<file path="src/rtl/fsg_pkg.sv">
package fsg_pkg;
  typedef enum logic [2:0] {
    OP_NONE  = 3'd0,
    OP_WEN   = 3'd1,
    OP_WDIS  = 3'd2,
    OP_RSTAT = 3'd3,
    OP_WSTAT = 3'd4,
    OP_PROG  = 3'd5,
    OP_SERA  = 3'd6,
    OP_BERA  = 3'd7
  } fsg_op_e;

  function automatic logic is_modify(input fsg_op_e op);
    return (op == OP_WSTAT) || (op == OP_PROG) || (op == OP_SERA) || (op == OP_BERA);
  endfunction
endpackage

</file>
<file path="src/rtl/fsg_zone.sv">
module fsg_zone #(
  parameter int ADDR_W = 19,
  parameter int SECT_W = 16
) (
  input  logic [2:0]        level,
  input  logic [ADDR_W-1:0] addr,
  output logic              sect_locked,
  output logic              any_locked
);
  localparam int IDX_W = ADDR_W - SECT_W;
  localparam int NSECT = 1 << IDX_W;

  // number of top sectors covered by a protection level
  function automatic logic [IDX_W:0] covered(input logic [2:0] lv);
    if (lv == 3'd0) return '0;
    if (int'(lv) - 1 >= IDX_W) return (IDX_W+1)'(NSECT);
    return (IDX_W+1)'(1) << (lv - 3'd1);
  endfunction

  logic [IDX_W:0] idx;
  assign idx = {1'b0, addr[ADDR_W-1:SECT_W]};
  assign sect_locked = idx >= ((IDX_W+1)'(NSECT) - covered(level));
  assign any_locked  = level != 3'd0;

  always_comb begin
    if (level == 3'd0)
      p_open_level_r5: assert (!sect_locked);
  end
endmodule

</file>
<file path="src/rtl/fsg_timer.sv">
module fsg_timer #(
  parameter int CNT_W = 16
) (
  input  logic             clk,
  input  logic             rst_n,
  input  logic             load,
  input  logic [CNT_W-1:0] load_val,
  output logic             busy,
  output logic             done
);
  logic [CNT_W-1:0] cnt;

  always_ff @(posedge clk or negedge rst_n) begin
    if (!rst_n)
      cnt <= '0;
    else if (load)
      cnt <= (load_val == '0) ? CNT_W'(1) : load_val;
    else if (cnt != '0)
      cnt <= cnt - CNT_W'(1);
  end

  assign busy = cnt != '0;
  assign done = cnt == CNT_W'(1) && !load;

  p_load_busy_r9: assert property (@(posedge clk) disable iff (!rst_n)
    load |=> busy);
  p_done_ends_r9: assert property (@(posedge clk) disable iff (!rst_n)
    done |=> !busy);
endmodule

</file>
<file path="src/rtl/flash_status_guard.sv">
module flash_status_guard
  import fsg_pkg::*;
#(
  parameter int ADDR_W = 19,
  parameter int SECT_W = 16,
  parameter int CNT_W  = 16
) (
  input  logic              clk,
  input  logic              rst_n,
  input  logic              cmd_valid,
  input  logic [2:0]        cmd_op,
  input  logic [ADDR_W-1:0] cmd_addr,
  input  logic [7:0]        cmd_wdata,
  input  logic              wp_n,
  input  logic [CNT_W-1:0]  busy_cycles,
  output logic              grant,
  output logic [7:0]        status
);
  fsg_op_e    op;
  logic       wel, lock;
  logic [2:0] level;
  logic       wip, done;
  logic       sect_locked, any_locked;
  logic       allowed, start, wstat_blocked;

  assign op = fsg_op_e'(cmd_op);

  fsg_zone #(.ADDR_W(ADDR_W), .SECT_W(SECT_W)) u_zone (
    .level(level), .addr(cmd_addr),
    .sect_locked(sect_locked), .any_locked(any_locked)
  );

  assign wstat_blocked = lock && !wp_n;

  always_comb begin
    unique case (op)
      OP_WEN, OP_WDIS: allowed = !wip;
      OP_RSTAT:        allowed = 1'b1;
      OP_WSTAT:        allowed = !wip && wel && !wstat_blocked;
      OP_PROG, OP_SERA: allowed = !wip && wel && !sect_locked;
      OP_BERA:         allowed = !wip && wel && !any_locked;
      default:         allowed = 1'b0;
    endcase
  end

  assign grant = cmd_valid && allowed;
  assign start = grant && is_modify(op);

  fsg_timer #(.CNT_W(CNT_W)) u_timer (
    .clk(clk), .rst_n(rst_n), .load(start), .load_val(busy_cycles),
    .busy(wip), .done(done)
  );

  always_ff @(posedge clk or negedge rst_n) begin
    if (!rst_n) begin
      wel   <= 1'b0;
      lock  <= 1'b0;
      level <= 3'd0;
    end else begin
      if (done) wel <= 1'b0;
      if (grant) begin
        if (op == OP_WEN)  wel <= 1'b1;
        if (op == OP_WDIS) wel <= 1'b0;
        if (op == OP_WSTAT) begin
          level <= cmd_wdata[4:2];
          lock  <= cmd_wdata[7];
        end
      end
    end
  end

  assign status = {lock, 2'b00, level, wel, wip};

  p_modify_needs_wel_r4: assert property (@(posedge clk) disable iff (!rst_n)
    (cmd_valid && is_modify(op) && !wel) |-> !grant);
  p_wp_lock_r6: assert property (@(posedge clk) disable iff (!rst_n)
    (cmd_valid && op == OP_WSTAT && lock && !wp_n) |=> ($stable(level) && $stable(lock)));
  p_busy_freeze_r10: assert property (@(posedge clk) disable iff (!rst_n)
    wip |=> ($stable(level) && $stable(lock)));
  p_done_clears_wel_r9: assert property (@(posedge clk) disable iff (!rst_n)
    done |=> (!wel && !wip));
  p_bulk_closed_r8: assert property (@(posedge clk) disable iff (!rst_n)
    (cmd_valid && op == OP_BERA && level != 3'd0) |-> !grant);
endmodule

</file>
<file path="config.mk">
export PLATFORM = sky130hd
export DESIGN_NAME = flash_status_guard
export DESIGN_NICKNAME = d
export VERILOG_FILES = /design/src/rtl/fsg_pkg.sv /design/src/rtl/fsg_zone.sv /design/src/rtl/fsg_timer.sv /design/src/rtl/flash_status_guard.sv
export SDC_FILE = /design/constraint.sdc
export NUM_CORES = 1
export LEC_CHECK = 0
export ABC_AREA = 1
export BUFFER_PORTS_ARGS = -buffer_cell sky130_fd_sc_hd__buf_2
export CAP_MARGIN = 20
export CORE_ASPECT_RATIO = 0.8
export CORE_UTILIZATION = 35
export CTS_BUF_LIST = sky130_fd_sc_hd__clkbuf_8 sky130_fd_sc_hd__clkbuf_16
export CTS_CLUSTER_SIZE = 30
export DETAILED_ROUTE_END_ITERATION = 8
export HOLD_SLACK_MARGIN = 0.06
export PLACE_DENSITY = 0.66
export SYNTH_ARGS = -nofsm -noshare
export SYNTH_HDL_FRONTEND = slang
export SYNTH_SLANG_ARGS = --single-unit
</file>
<file path="constraint.sdc">
create_clock -name clk -period 2.6 [get_ports clk]
set_clock_uncertainty 0.15 [all_clocks]
set_input_delay 0.13 -clock clk [delete_from_list [all_inputs] [get_ports clk]]
set_output_delay 0.13 -clock clk [all_outputs]
set_load 0.02 [all_outputs]
</file>
==> metrics.md <==
| Metric | Value |
|---|---|
| Setup TNS | 0 ns |
| Port bufs | 36 |
| Ant diodes | 0 |
| Layout cell share with drive strength beyond 1 | 25.56% |
| PD cells | 462.4 nW/µm² |
| Vias per inst | 4.612 |
| Post-synth top area cell | dfrtp_1 |
| Yosys reg bits | 21 |
| Peak supply drop | 211.2 µV |
| Post-Place Cell Area | 1749 µm² |
| Vias in the first global route | 1318 |
| Register area share after synthesis | 34.23% |
| Clock latency on the worst-skew pair | 0.26 ns |
| Ranking of synthesized cells by area | dfrtp_1, nand2_1, inv_1 |
| Antenna Violating Nets Remaining | 0 |
| Site Rows | 21 |
| Final setup vio count | 0 |
| Post-Syn Instances | 206 |
| Most common cell after layout, fill and taps aside | nand2_1 |
| Slew HR | 62.64% |
| Synth unique cells | 30 |
| Startpoint Class | flop |
| Initial core utilization | 36.52% |
| Hold Path Class | in -> reg |
| H-tree level count | 1 |
| Routability cong. | 0.8109 |
| CTS sink cnt | 21 |
| Detailed Place HPWL | 2727 µm |
| Layout area overhead | 35.53% |
| Initial antenna violation count | 0 |
| Final instance area | 2081 µm² |
| Fin Hold WS | 0.09941 ns |
| Mapped Area | 1535 µm² |
| Fmax | 0.4088 GHz |
| CTS Buf Count | 3 |
| Slew Limit Fails | 0 |
| Clock Tree Buf Depth | 2 |
| I/O pins | 59 |
| Final nets | 327 |
| Final core occ | 49.49% |
| CTS tree | yes |
| Total number of yosys warnings | 0 |
| Number of remaining DRC errors | 0 |
| First-pass GRT wire length | 5782 µm |
| RSZ-0062 raised after global routing | false |
| Root Buffer | clkbuf_8 |
| Max-cap viol count | 0 |
| Worst-path clk slew | 0.08 ns |
| Setup ws final | 0.1540 ns |
| Critical Path RT | 2.32 ns |
| Final Cycle Share | 94.08% |
| Drt total wl | 3642 µm |
| Largest net degree at the start of global routing | 22 |
| WP data arrival | 2.17 ns |
| Slew @ Worst Pin | 0.5573 ns |
| Status | complete, no violations |
| Post-placement setup slack | 0.1140 ns |
| Vias | 1508 |
| Hold Fails Final Rpt | 0 |
| Mapped Avg Cell Area | 7.453 µm² |
| Crit Path Category | reg -> out |
| Share of the synthesized area in the top cell type | 34.23% |
| CP max FO | 3 |
| WL/cell | 11.14 µm |
| Leak | 0.9756 nW |
| Die area | 4657 µm² |
| Global Route Usage Sum | 15.96% |
| Commonest cells after routing, fill and taps aside | nand2_1, buf_2, inv_1 |
| Min Tclk post-route | 2.446 ns |
| Die Width | 76.05 µm |
| Core Area | 4204 µm² |
| Die height | 61.24 µm |
| Pre-antenna DRT Iters | 4 |
| Worst Setup End Kind | output pin |
| Starting DRT DRC Count | 72 |
| Grt ovf | 0 |
metal layers:
layer / track usage [%] / share of wire, % / up-vias
li1: - / - / 788
met1: 22.38 / 51 / 679
met2: 25.71 / 43 / 39
met3: 4.000 / 5.9 / 2
met4: 2.473 / 0.33 / 0
met5: 0 / 0 / -
flip-flops by register name, summed over array words and instances (netlist names):
name and flops:
level 3, lock 1, u_timer.cnt 16, wel 1
kinds of logic (layout without fill, tap and decap cells):
kind of cell	count (synthesis)	after routing	synth area share [%]
and+or+nand+nor	104	104	33.74
buffers and inverters	35	98	10.27
AOI/OAI and AO/OA	29	29	10.92
DFF	21	21	34.23
xor gates and xnor gates	10	10	5.705
adders and majority gates	6	6	4.890
other	1	2	0.2443
Yosys cell counts, drive strengths merged:
library cell / count
a21boi: 1
a21oi: 4
a41oi: 2
buf: 6
conb: 1
dfrtp: 21
ha: 6
inv: 29
nand2: 53
nand3: 9
nand4: 3
nor2: 27
nor3: 7
nor4: 4
o211ai: 2
o21a: 2
o21ai: 17
o31ai: 1
or2: 1
xnor2: 4
xor2: 6
worst max-delay path, stage by stage, from the launching register on:
cell and delay (ns):
dfrtp_1 0.43, nor2_2 0.12, nand2_1 0.08, ha_1 0.27
inv_1 0.04, ha_1 0.26, nand2_1 0.05, nand2_1 0.05
nand2_1 0.06, a21oi_2 0.18, nor2_4 0.06, o21ai_1 0.12
inv_1 0.05, buf_2 0.15
where the power goes:
part / total (mW) / switching [mW] / internal (mW) / leakage [nW]
Sequential: 0.463 / 0.0761 / 0.387 / 0.216
Combinational: 0.278 / 0.144 / 0.134 / 0.738
Clock: 0.221 / 0.112 / 0.108 / 0.0217
cell type report:
class / count / area, µm²
Clock inverter: 1 / 7.507
Multi-Input combinational cell: 151 / 868.3
Sequential cell: 21 / 525.5
Fill cell: 407 / 2123
Clock buffer: 3 / 41.29
Timing Repair Buffer: 65 / 455.4
Inverter: 29 / 111.4
Tap cell: 57 / 71.32
stage by stage:
step,std cells,power [mW]
after CTS,322,0.9720
after global placement,295,0.7136
after floorplan,207,0.6452
final,327,0.9620
after detailed placement,295,0.7180
after global routing,327,1.030
what timing repair did:
action / 4_1_cts / 5_1_grt
gates resized for setup: 0 / 8
hold buffers: 23 / 0
setup endpoints to repair: 0 / 11
hold endpoints to repair: 42 / 0
setup buffers: 0 / 5
path summary, 6_finish.rpt:
kind,from,to,slack (ns),cells past startpoint
hold reg to reg,lock,lock,0.41,2
max in group asynchronous,rst_n,u_timer.cnt[9],1.75,2
hold / removal,cmd_op[1],wel,0.1,4
setup / recovery,level[2],grant,0.15,13
min in group asynchronous,rst_n,u_timer.cnt[3],0.21,2
setup reg to reg,level[2],wel,0.17,15
No activity file was read; power rests on OpenSTA's default activity.
